===== src/rtl/sp_trk_pkg.sv =====
// Package: class codes shared by the tracker and its parts.
// Assumes a 4-bit class field. Codes not listed here behave as "other".
package sp_trk_pkg;
    typedef enum logic [3:0] {
        SPC_OTHER = 4'd0,
        SPC_PUSH  = 4'd1,
        SPC_POP   = 4'd2,
        SPC_CALL  = 4'd3,
        SPC_RET   = 4'd4,
        SPC_ADD   = 4'd5,
        SPC_SUB   = 4'd6,
        SPC_READ  = 4'd7,
        SPC_WRITE = 4'd8
    } sp_class_e;
endpackage


===== src/rtl/sp_delta_decode.sv =====
// Module: turns a class code and an immediate into a signed offset delta plus
// the flags that say how the instruction uses the stack.
// Assumes IMM_W < OFF_W, so a single immediate from zero offset cannot overflow.
module sp_delta_decode
    import sp_trk_pkg::*;
#(
    parameter int OFF_W      = 12,
    parameter int IMM_W      = 10,
    parameter int SLOT_BYTES = 8
) (
    input  logic [3:0]           cls,
    input  logic [IMM_W-1:0]     imm,
    output logic signed [OFF_W:0] delta,
    output logic                 is_mem,
    output logic                 addr_post,
    output logic                 emits,
    output logic                 is_read,
    output logic                 is_write
);
    localparam int D_W = OFF_W + 1;
    localparam logic signed [D_W-1:0] STEP = D_W'(SLOT_BYTES);

    logic signed [D_W-1:0] imm_ext;
    assign imm_ext = D_W'($signed(imm));

    // Per-class delta and usage flags.
    always_comb begin
        delta     = '0;
        is_mem    = 1'b0;
        addr_post = 1'b0;
        emits     = 1'b1;
        is_read   = 1'b0;
        is_write  = 1'b0;
        case (cls)
            SPC_PUSH, SPC_CALL: begin
                delta = -STEP; is_mem = 1'b1; addr_post = 1'b1;
            end
            SPC_POP, SPC_RET: begin
                delta = STEP; is_mem = 1'b1;
            end
            SPC_ADD:   begin delta = imm_ext;  emits = 1'b0; end
            SPC_SUB:   begin delta = -imm_ext; emits = 1'b0; end
            SPC_READ:  is_read  = 1'b1;
            SPC_WRITE: is_write = 1'b1;
            default:   ;
        endcase
    end
endmodule


===== src/rtl/sp_offset_reg.sv =====
// Module: holds the running stack pointer offset.
// Assumes flush takes priority over any update in the same cycle.
module sp_offset_reg #(
    parameter int OFF_W = 12
) (
    input  logic                    clk,
    input  logic                    rst_n,
    input  logic                    flush,
    input  logic                    upd_en,
    input  logic signed [OFF_W-1:0] upd_val,
    output logic signed [OFF_W-1:0] off_q
);
    // Offset register with reset, flush and update.
    always_ff @(posedge clk) begin
        if (!rst_n || flush) off_q <= '0;
        else if (upd_en)     off_q <= upd_val;
    end
endmodule


===== src/rtl/sp_sync_ctrl.sv =====
// Module: decides for each presented instruction whether a sync micro-op
// must come first, forms the output micro-op and the next offset.
// Assumes the source holds its instruction while in_ready is low.
module sp_sync_ctrl #(
    parameter int OFF_W = 12
) (
    input  logic                    in_valid,
    input  logic                    flush,
    input  logic signed [OFF_W-1:0] off_q,
    input  logic signed [OFF_W:0]   delta,
    input  logic                    is_mem,
    input  logic                    addr_post,
    input  logic                    emits,
    input  logic                    is_read,
    input  logic                    is_write,
    output logic                    in_ready,
    output logic                    out_valid,
    output logic                    out_is_sync,
    output logic signed [OFF_W-1:0] out_off,
    output logic                    upd_en,
    output logic signed [OFF_W-1:0] upd_val
);
    localparam int D_W = OFF_W + 1;

    logic signed [D_W-1:0]   sum;
    logic                    ovf;
    logic                    need_sync;
    logic signed [OFF_W-1:0] new_off;

    // Widened sum and range check of the candidate offset.
    always_comb begin
        sum     = D_W'(off_q) + delta;
        ovf     = sum[D_W-1] != sum[D_W-2];
        new_off = sum[OFF_W-1:0];
    end

    assign need_sync = in_valid && !flush && ((is_read && off_q != '0) || ovf);

    // Output micro-op, back-pressure and offset update selection.
    always_comb begin
        in_ready    = 1'b1;
        out_valid   = 1'b0;
        out_is_sync = 1'b0;
        out_off     = '0;
        upd_en      = 1'b0;
        upd_val     = '0;
        if (need_sync) begin
            in_ready    = 1'b0;
            out_valid   = 1'b1;
            out_is_sync = 1'b1;
            out_off     = off_q;
            upd_en      = 1'b1;
        end else if (in_valid && !flush) begin
            upd_en    = 1'b1;
            upd_val   = is_write ? '0 : new_off;
            out_valid = emits;
            if (is_mem) out_off = addr_post ? new_off : off_q;
        end
    end
endmodule


===== src/rtl/sp_offset_tracker.sv =====
// Module: top of the stack pointer offset tracker. It absorbs stack pointer
// arithmetic into a private offset and emits a sync micro-op on a direct read
// or before an overflow.
// Assumes one instruction per cycle with a valid/ready handshake on the input.
module sp_offset_tracker
    import sp_trk_pkg::*;
#(
    parameter int OFF_W      = 12,
    parameter int IMM_W      = 10,
    parameter int SLOT_BYTES = 8
) (
    input  logic                    clk,
    input  logic                    rst_n,
    input  logic                    flush,
    input  logic                    in_valid,
    input  logic [3:0]              in_class,
    input  logic [IMM_W-1:0]        in_imm,
    output logic                    in_ready,
    output logic                    out_valid,
    output logic                    out_is_sync,
    output logic [3:0]              out_class,
    output logic signed [OFF_W-1:0] out_off
);
    logic signed [OFF_W:0]   delta;
    logic                    is_mem, addr_post, emits, is_read, is_write;
    logic                    upd_en;
    logic signed [OFF_W-1:0] upd_val;
    logic signed [OFF_W-1:0] off_q;

    assign out_class = in_class;

    sp_delta_decode #(.OFF_W(OFF_W), .IMM_W(IMM_W), .SLOT_BYTES(SLOT_BYTES)) u_dec (
        .cls(in_class), .imm(in_imm), .delta(delta), .is_mem(is_mem),
        .addr_post(addr_post), .emits(emits), .is_read(is_read), .is_write(is_write)
    );

    sp_sync_ctrl #(.OFF_W(OFF_W)) u_ctrl (
        .in_valid(in_valid), .flush(flush), .off_q(off_q), .delta(delta),
        .is_mem(is_mem), .addr_post(addr_post), .emits(emits), .is_read(is_read),
        .is_write(is_write), .in_ready(in_ready), .out_valid(out_valid),
        .out_is_sync(out_is_sync), .out_off(out_off), .upd_en(upd_en), .upd_val(upd_val)
    );

    sp_offset_reg #(.OFF_W(OFF_W)) u_reg (
        .clk(clk), .rst_n(rst_n), .flush(flush), .upd_en(upd_en),
        .upd_val(upd_val), .off_q(off_q)
    );

    // a flush leaves the offset at zero in the next cycle.
    a_r1_flush_clears: assert property (@(posedge clk) disable iff (!rst_n)
        flush |=> off_q == '0);

    // an accepted push lowers the offset by one slot.
    a_r2_push_step: assert property (@(posedge clk) disable iff (!rst_n)
        (in_valid && in_ready && !flush && in_class == SPC_PUSH) |=>
        (off_q == $past(off_q) - OFF_W'(SLOT_BYTES)));

    // a sync cycle back-pressures the input and leaves a zero offset.
    a_r5_sync_stalls: assert property (@(posedge clk) disable iff (!rst_n)
        (out_valid && out_is_sync) |-> !in_ready);
    a_r5_sync_zeroes: assert property (@(posedge clk) disable iff (!rst_n)
        (out_valid && out_is_sync && !flush) |=> off_q == '0);

    // a sync never carries a zero offset.
    a_r7_sync_nonzero: assert property (@(posedge clk) disable iff (!rst_n)
        (out_valid && out_is_sync) |-> off_q != '0);

    // nothing leaves the block in a flush cycle.
    a_r1_flush_quiet: assert property (@(posedge clk) disable iff (!rst_n)
        flush |-> !out_valid);
endmodule


===== config.mk =====
export PLATFORM = sky130hd
export DESIGN_NAME = sp_offset_tracker
export DESIGN_NICKNAME = d
export VERILOG_FILES = /design/src/rtl/sp_trk_pkg.sv /design/src/rtl/sp_delta_decode.sv /design/src/rtl/sp_offset_reg.sv /design/src/rtl/sp_sync_ctrl.sv /design/src/rtl/sp_offset_tracker.sv
export SDC_FILE = /design/constraint.sdc
export NUM_CORES = 1
export LEC_CHECK = 0
export CORE_UTILIZATION = 45
export DETAILED_ROUTE_END_ITERATION = 10
export PLACE_DENSITY = 0.76
export REMOVE_ABC_BUFFERS = 1
export SETUP_SLACK_MARGIN = 0.5
export SLEW_MARGIN = 0
export SYNTH_ARGS = -nofsm -noshare
export SYNTH_HDL_FRONTEND = slang
export SYNTH_SLANG_ARGS = --single-unit

===== constraint.sdc =====
create_clock -name clk -period 6.3 [get_ports clk]
set_input_delay 1.26 -clock clk [delete_from_list [all_inputs] [get_ports clk]]
set_output_delay 1.26 -clock clk [all_outputs]
set_load 0.05 [all_outputs]

## Word level (Yosys, flattened, before mapping)

Cells that the tools add are included.

| operators by class | value |
|---|---|
| add/sub/neg operators | 2 |
| eq/ne operators | 9 |
| mux-type cells | 19 |
| reductions and logical operators | 12 |

Operators by type and width:

| kind | count |
|---|---|
| $mux W12 | 7 |
| $pmux W13 S4 | 1 |
| $eq A4 B3 Y1 const B | 4 |
| $add A12 B13 Y13 | 1 |
| $neg A10 Y13 | 1 |
| $reduce_bool A12 Y1 | 1 |
| $mux W1 | 11 |
| $eq A4 B2 Y1 const B | 2 |
| $reduce_or A2 Y1 | 3 |
| $eq A4 B1 Y1 const B | 1 |
| $eq A4 B4 Y1 const B | 1 |
| $reduce_or A4 Y1 | 1 |
| $logic_and A1 B1 Y1 | 3 |
| $logic_not A1 Y1 | 2 |
| $logic_or A1 B1 Y1 | 2 |
| $ne A1 B1 Y1 | 1 |

| storage, ports and cells | value |
|---|---|
| flip-flop bits (word level) | 12 |
| output and inout bits | 19 |

## Longest topological paths before layout

Gate-level depths: netlist (run 1).

| logic depth | value |
|---|---|
| depth in word-level cells | 8 |
| mapped depth | 17 |
| mapped depth without buffers | 16 |

## By module

Synthesis (run 1) repeated with hierarchy kept, for this count alone.

| unflattened totals | value |
|---|---|
| cell total of the unflattened synthesis | 235 |
| area total of the unflattened synthesis | 1806.7 um^2 |

Modules (own cells, without submodules):

| module | instances | cells each | area an instance (um^2) |
|---|---|---|---|
| sp_sync_ctrl | 1 | 127 | 943.4 |
| sp_offset_reg | 1 | 39 | 427.9 |
| sp_delta_decode | 1 | 65 | 405.4 |
| sp_offset_tracker | 1 | 4 | 30.0 |

## Worst setup path after synthesis (run 1)

Ideal clock, no wire load.

| timing path | value |
|---|---|
| path kind | input-to-output |
| start | input in_imm[2] |
| end | output out_off[1] |
| arrival | 5458 ps |
| slack | -418 ps |
| stages | 14 |
| cell sequence | or3_1 -> or3_1 -> or3_1 -> nor3_1 -> xor2_1 -> o31ai_1 -> ha_1 -> clkbuf_1 -> and3_1 -> o211ai_1 -> a21oi_1 -> xnor2_4 -> mux2i_1 -> o32ai_1 |

| between the ends | value |
|---|---|
| word-level cells in the longest chain between the ends | 7 |

Ends and longest elaborated chain:

| item | line | RTL |
|---|---|---|
| from (decl) | sp_offset_tracker.sv:17 | `input logic [IMM_W-1:0] in_imm,` |
| $neg A10 Y13 | sp_delta_decode.sv:42 | `SPC_SUB: begin delta = -imm_ext; emits = 1'b0; end` |
| $pmux W13 S4 (*) | sp_delta_decode.sv:34 | `case (cls)` |
| $add A12 B13 Y13 (*) | sp_sync_ctrl.sv:32 | `sum = D_W'(off_q) + delta;` |
| $ne A1 B1 Y1 (*) | sp_sync_ctrl.sv:33 | `ovf = sum[D_W-1] != sum[D_W-2];` |
| $logic_or A1 B1 Y1 (*) | sp_sync_ctrl.sv:37 | `assign need_sync = in_valid && !flush && ((is_read && off_q != '0) \|\| ovf);` |
| $logic_and A1 B1 Y1 (*) | sp_sync_ctrl.sv:37 |  |
| $mux W12 (*) | sp_sync_ctrl.sv:47 | `if (need_sync) begin` |
| to (decl) | sp_offset_tracker.sv:22 | `output logic signed [OFF_W-1:0] out_off` |

Every way passes the cells marked *; elsewhere a longest branch is shown, timed or not.

## Worst setup path after layout (run 1)

| timing path | value |
|---|---|
| start | input in_imm[1] |
| end | output out_off[1] |

| between the ends | value |
|---|---|
| word-level cells in the longest chain between the ends | 7 |

Ends and longest elaborated chain:

| item | line |
|---|---|
| $neg A10 Y13 | sp_delta_decode.sv:42 |
| $pmux W13 S4 (*) | sp_delta_decode.sv:34 |
| $add A12 B13 Y13 (*) | sp_sync_ctrl.sv:32 |
| $mux W12 or $ne A1 B1 Y1 (tied branches) | sp_sync_ctrl.sv:57, sp_sync_ctrl.sv:33 |
| $mux W12 or $logic_or A1 B1 Y1 (tied branches) | sp_sync_ctrl.sv:57, sp_sync_ctrl.sv:37 |
| $mux W12 or $logic_and A1 B1 Y1 (tied branches) | sp_sync_ctrl.sv:53, sp_sync_ctrl.sv:37 |
| $mux W12 (*) | sp_sync_ctrl.sv:47 |

Marked as above.

==> results of run 1 <==
## cell type report
type,instances,share of cell area
clock buffers,4,0.01901
multi-input cells,209,0.6093
inverters,11,0.01426
repair buffers,79,0.2537
well taps,48,0.02074
flip-flops and latches,12,0.08297
## cells in the final DEF (no fill, tap or decap), types with 3 or more instances in the layout
cell,netlist,routed
or3_1,6,3
nand2b_1,6,6
nand2_1,19,19
buf_4,4,41
o21a_1,5,5
o21ai_0,13,8
ha_1,13,10
nor3_1,6,4
a21oi_1,14,12
nor2_1,21,19
o22ai_2,0,7
a32o_1,11,11
xor2_1,8,7
or3_4,0,3
nand3b_1,2,3
o22ai_4,0,3
a221oi_2,0,3
buf_6,1,17
nor2b_1,8,8
dlymetal6s2s_1,0,4
o21ai_2,0,6
nor4_1,3,3
a21o_1,7,7
dfxtp_1,12,12
xnor2_1,10,10
a211oi_2,0,3
clkdlybuf4s50_1,0,14
inv_1,11,11
clkbuf_8,0,4
## through the flow
stage	cells	utilization	cell area [um2]	hold WS (ns)	worst slack [ns]
final	363	0.7622	2895	0.5554	-0.06626
after global routing	363	0.7622	2895	0.5612	-0.1496
after CTS	357	0.7101	2698	0.5426	-0.02605
after detailed placement	351	0.6413	2436	0.5290	-0.3781
after global placement	351	0.6413	2436	0.5209	-0.2569
after floorplan	231	-	1748	0.4920	-0.4847
## routing by layer
metal  wire length, um  up-vias  global-route usage
met5                 0        -                   0
met4               195        0             0.05707
met2              3283      104              0.5013
li1                  -     1059                   -
met1              2710     1088              0.3907
met3               389       22             0.01207
## worst max-delay path: stages
cell      delay, ns
buf_6          0.09
buf_4          0.12
inv_1          0.07
ha_1           0.17
or3b_4         0.39
or3_1          0.40
o21ai_2        0.16
a221oi_2       0.09
nor2_2         0.19
ha_2           0.33
o21ai_2        0.17
nor2_1         0.09
a31oi_2        0.22
mux2_2         0.41
o21ai_2        0.21
mux2i_4        0.13
buf_4          0.16
o32ai_4        0.23
buf_6          0.20
## repair_timing
| action | CTS | global route |
|---|---|---|
| resized for setup | 55 | 32 |
| pin swaps | 18 | 17 |
| hold buffers | 0 | 0 |
| setup buffers | 2 | 5 |
| setup endpoints to repair | 15 | 15 |
| cloned | 0 | 1 |
## power by group through the flow
stage,logic (mW),registers [mW],clock network (mW)
finish,0.163,0.0788,0.0859
floorplan,0.0660,0.0798,0
global route,0.173,0.0789,0.0922
detailed placement,0.129,0.0803,0
CTS,0.142,0.0787,0.0868
global placement,0.127,0.0803,0
## worst paths after layout
path | depth (start not counted) | slack (ns) | endpoint
worst max-delay path | 19 | -0.07 | out_off[1]
worst min-delay path | 1 | 0.56 | u_reg.off_q[1]$_SDFFE_PP0P_
worst min register to register | 1 | 0.56 | u_reg.off_q[1]$_SDFFE_PP0P_
worst max register to register | 13 | 3.30 | u_reg.off_q[0]$_SDFFE_PP0P_
## cells by family (layout without fill, tap and decap cells)
group	Yosys count	after routing	share of synthesized area
muxes	4	4	0.02248
adders and majority gates	14	14	0.09946
AOI/OAI and AO/OA	89	89	0.3420
and+or+nand+nor	81	82	0.2248
DFF	12	12	0.1308
buffers and inverters	28	94	0.07085
xor gates and xnor gates	20	20	0.1097
==> flow_metrics.env, run 1 <==
export IMPL_dr_first_iter_drc_count=201
export IMPL_relSlewSlack=0.1850
export IMPL_gp_congestion=0.8501
export IMPL_largest_register="u_reg.off_q"
export IMPL_seq_area_frac_synth=0.1308
export IMPL_p_comb_frac=0.498
export IMPL_drcViolationCount=0
export IMPL_grt_ovfl_total=0
export IMPL_ys_flop_type="dfxtp_1"
export IMPL_period_minus_slack_ns=6.366
export IMPL_cts_buffers=3
export IMPL_hold_violations=0
export IMPL_setup_viol=8
export IMPL_synth_area_leaders="dfxtp_1, ha_1, a32o_1"
export IMPL_final_nets=348
export IMPL_die_w_um=65.89
export IMPL_totalPowerFinal_mw=0.3281
export IMPL_ant_nets=0
export IMPL_start_util=0.4835
export IMPL_antenna_found_initial=0
export IMPL_grt_max_degree=15
export IMPL_grt_usage=0.2882
export IMPL_switchingPower_mw=0.1230
export IMPL_core_rowCount=22
export IMPL_dr_total_vias=2273
export IMPL_hold_path_startpoint="u_reg.off_q[1]$_SDFFE_PP0P_"
export IMPL_core_area_mm2=0.003799
export IMPL_finClkSkew_ns=0.0009220
export IMPL_startpoint_type="input port"
export IMPL_p_leak_nw=1.232
export IMPL_yosys_area_top_type="dfxtp_1"
export IMPL_hp_class="reg2reg"
export IMPL_vias_per_cell=6.262
export IMPL_synth_top_area_share=0.1308
export IMPL_synth_edff_count=0
export IMPL_cts_tree="done"
export IMPL_timing_final_ws_setup_ns=-0.06626
export IMPL_fin_crit_sh=1.011
export IMPL_clock_latency_ns=0.24
export IMPL_cts_max_level=1
export IMPL_ys_warn_count=0
export IMPL_violations="negative setup slack"
export IMPL_hpwl_mm=4.154
export IMPL_crit_start="in_imm[1]"
export IMPL_synthTopCellsByCount="nor2_1, nand2_1, a21oi_1, ha_1, o21ai_0"
export IMPL_grt_pass1_wl_mm=9.708
export IMPL_p_int_mw=0.2052
export IMPL_synthArstFlopShare=0
export IMPL_reg_top3="u_reg.off_q: 12 flops"
export IMPL_ir_drop_uv=113.8
export IMPL_die_h_um=65.89
export IMPL_drive_gt1_frac=0.3714
export IMPL_post_synth_num_cell_types=48
export IMPL_drv_slew=0
export IMPL_multi_input_comb_area_mm2=0.001764
export IMPL_drtPass1Iterations=4
export IMPL_cts_clk_slew_worst_paths_ns=0.06
export IMPL_critPathKind="in2out"
export IMPL_syn_area_mm2=0.001837
export IMPL_io_pins=37
export IMPL_root_buffer="clkbuf_8"
export IMPL_clock_fmax_mhz=157.1
export IMPL_grt_setup_unrepaired="true"
export IMPL_diodes=0
export IMPL_grt_pass1_vias=2046
export IMPL_arrival_ns=5.11
export IMPL_synthCells=248
export IMPL_fin_tns_setup_ns=-0.1910
export IMPL_portBuffers=36
export IMPL_r2r_start="u_reg.off_q[0]$_SDFFE_PP0P_"
export IMPL_dieArea_mm2=0.004341
export IMPL_power_clock_fraction=0.262
export IMPL_max_cap_violations=0
export IMPL_n_fill_cell=255
export IMPL_worstPathRequired_ns=5.04
export IMPL_drt_wirelength_per_cell_um=18.12
export IMPL_seq_area_um2=240.2
export IMPL_p_seq_frac=0.240
export IMPL_path_max_fanout=4
export IMPL_power_density_mw_per_mm2=113.3
export IMPL_ys_ff_latch=12
export IMPL_area_delta_synth_final_pct=57.63
export IMPL_routed_wirelength_mm=6.579
export IMPL_status="complete, but fails checks"
export IMPL_synth_most_common_cell="nor2_1"
export IMPL_p_sw_frac=0.3748
export IMPL_cts_sinks=12
export IMPL_largest_reg_flops=12
export IMPL_syn_avg_cell_area_um2=7.406
export IMPL_cts_buffer_depth=2
export IMPL_end_kind="output port"
export IMPL_tightest_slew_ns=1.220
(Power assumes the default switching activity.)
==> run 2: changes to the inputs <==
ABC_AREA = 0   (was default)
CORE_UTILIZATION = 43   (was 45)
PLACE_DENSITY = 0.74   (was 0.76)
==> run 2 against run 1 <==
The flow now finishes without violations. Power grew 0.33%. First-iteration DRC count is 39% lower. Maximum frequency up 1.8%. Critical endpoint is now out_off[7]. Largest cell class unchanged.
==> flow_metrics.env, run 2 (synthesis results as in run 1) <==
export IMPL_hpwl_mm=4.410
export IMPL_reg_top3="u_reg.off_q: 12 flops"
export IMPL_vias_per_cell=6.043
export IMPL_portBuffers=36
export IMPL_clock_latency_ns=0.25
export IMPL_tightest_slew_ns=0.9944
export IMPL_cts_buffers=3
export IMPL_start_util=0.4527
export IMPL_fin_area_mm2=0.002909
export IMPL_holdWs_ns=0.5526
export IMPL_timing_final_ws_setup_ns=0.04847
export IMPL_cts_max_level=1
export IMPL_final_cell_mix="buf_4, nor2_1, buf_6, nand2_1, clkdlybuf4s50_1"
export IMPL_power_density_mw_per_mm2=113.2
export IMPL_ctsHoldBuffers=0
export IMPL_dp_slack_ns=-0.4037
export IMPL_grt_setup_unrepaired="true"
export IMPL_startpoint_type="input port"
export IMPL_root_buffer="clkbuf_8"
export IMPL_grt_pass1_vias=1931
export IMPL_diodes=0
export IMPL_p_leak_nw=1.271
export IMPL_cts_sinks=12
export IMPL_final_nets=354
export IMPL_routed_wirelength_mm=6.503
export IMPL_gp_congestion=0.9278
export IMPL_max_cap_violations=0
export IMPL_core_area_mm2=0.004058
export IMPL_hp_class="reg2reg"
export IMPL_finClkSkew_ns=0.0004562
export IMPL_cts_tree="done"
export IMPL_ir_drop_uv=105.2
export IMPL_setup_viol=0
export IMPL_hold_violations=0
export IMPL_io_pins=37
export IMPL_largest_register="u_reg.off_q"
export IMPL_antenna_found_initial=0
export IMPL_grt_pass1_wl_mm=8.963
export IMPL_layout_commonest_cell="buf_4"
export IMPL_drive_gt1_frac=0.3614
export IMPL_die_h_um=67.36
export IMPL_grt_max_degree=15
export IMPL_fin_crit_sh=0.9923
export IMPL_arrival_ns=4.99
export IMPL_drcViolationCount=0
export IMPL_ant_nets=0
export IMPL_status="finished clean"
export IMPL_largest_reg_flops=12
export IMPL_end_kind="output port"
export IMPL_dr_first_iter_drc_count=122
export IMPL_drtPass1Iterations=4
export IMPL_drt_wirelength_per_cell_um=17.53
export IMPL_grt_ovfl_total=0
export IMPL_die_w_um=67.36
export IMPL_clock_fmax_mhz=160.0
export IMPL_relSlewSlack=0.3357
export IMPL_grt_usage=0.2646
export IMPL_place_area_mm2=0.002484
export IMPL_dr_total_vias=2242
export IMPL_area_delta_synth_final_pct=58.38
export IMPL_critPathKind="in2out"
export IMPL_drv_slew=0
export IMPL_period_minus_slack_ns=6.252
export IMPL_worstPathRequired_ns=5.04
export IMPL_path_max_fanout=8
export IMPL_cts_clk_slew_worst_paths_ns=0.06
export IMPL_core_rowCount=23
export IMPL_dieArea_mm2=0.004537
export IMPL_cts_buffer_depth=2
==> run 2: cell type report <==
class	count	area, um2
sequential	12	240.2
tap	50	62.56
inverter	11	43.79
clock buffer	4	55.05
fill	304	1149
multi-input combinational	208	1707
timing repair buffer	86	800.8
==> run 2: critical path: stages <==
cell and delay, ns:
clkdlybuf4s50_1 0.47, buf_4 0.19, nand3b_1 0.22, buf_4 0.18, o21ai_0 0.08, a221oi_1 0.30, nor2_1 0.12, ha_1 0.36
o21ai_0 0.19, nor2_1 0.09, a31oi_2 0.25, buf_4 0.21, mux2i_4 0.24, nand3_1 0.10, mux2i_1 0.15, buf_4 0.22
buf_6 0.13, o22ai_2 0.06, buf_6 0.16
==> run 2: metal layers <==
layer  up-vias  part of all wire  track usage
met2        73              0.50       0.4363
li1       1071                 -            -
met5         -                 0            0
met4         0             0.030       0.1064
met3        21             0.037      0.02027
met1      1077              0.44       0.3531
==> run 2: worst paths after layout <==
path	startpoint	end	cells after the start	slack (ns)
worst max-delay path	in_class[1]	out_off[7]	19	0.05
worst min-delay path	u_reg.off_q[3]$_SDFFE_PP0P_	u_reg.off_q[3]$_SDFFE_PP0P_	1	0.55
worst min register to register	u_reg.off_q[3]$_SDFFE_PP0P_	u_reg.off_q[3]$_SDFFE_PP0P_	1	0.55
worst max register to register	u_reg.off_q[0]$_SDFFE_PP0P_	u_reg.off_q[0]$_SDFFE_PP0P_	13	3.36
==> run 2: power by group <==
part | switching [mW] | internal, mW
Combinational | 0.0867 | 0.0754
Clock | 0.0327 | 0.0555
Sequential | 0.00171 | 0.0771
Total | 0.121 | 0.208
==> run 2: stage by stage <==
stage          utilization    TNS (ns)  total power, mW  cells
2_1_floorplan            -      -1.273           0.1458    231
3_3_place_gp        0.6121      -2.966           0.2121    359
3_5_place_dp        0.6121      -4.698           0.2139    359
4_1_cts             0.6633  -0.0004383           0.3100    364
5_1_grt             0.7169      -1.435           0.3412    371
6_report            0.7169           0           0.3292    371
==> run 2: repair_timing <==
| action | CTS | global route |
|---|---|---|
| pin swaps | 12 | 26 |
| resized for setup | 46 | 36 |
| setup endpoints to repair | 15 | 15 |
| buffers inserted | 1 | 7 |
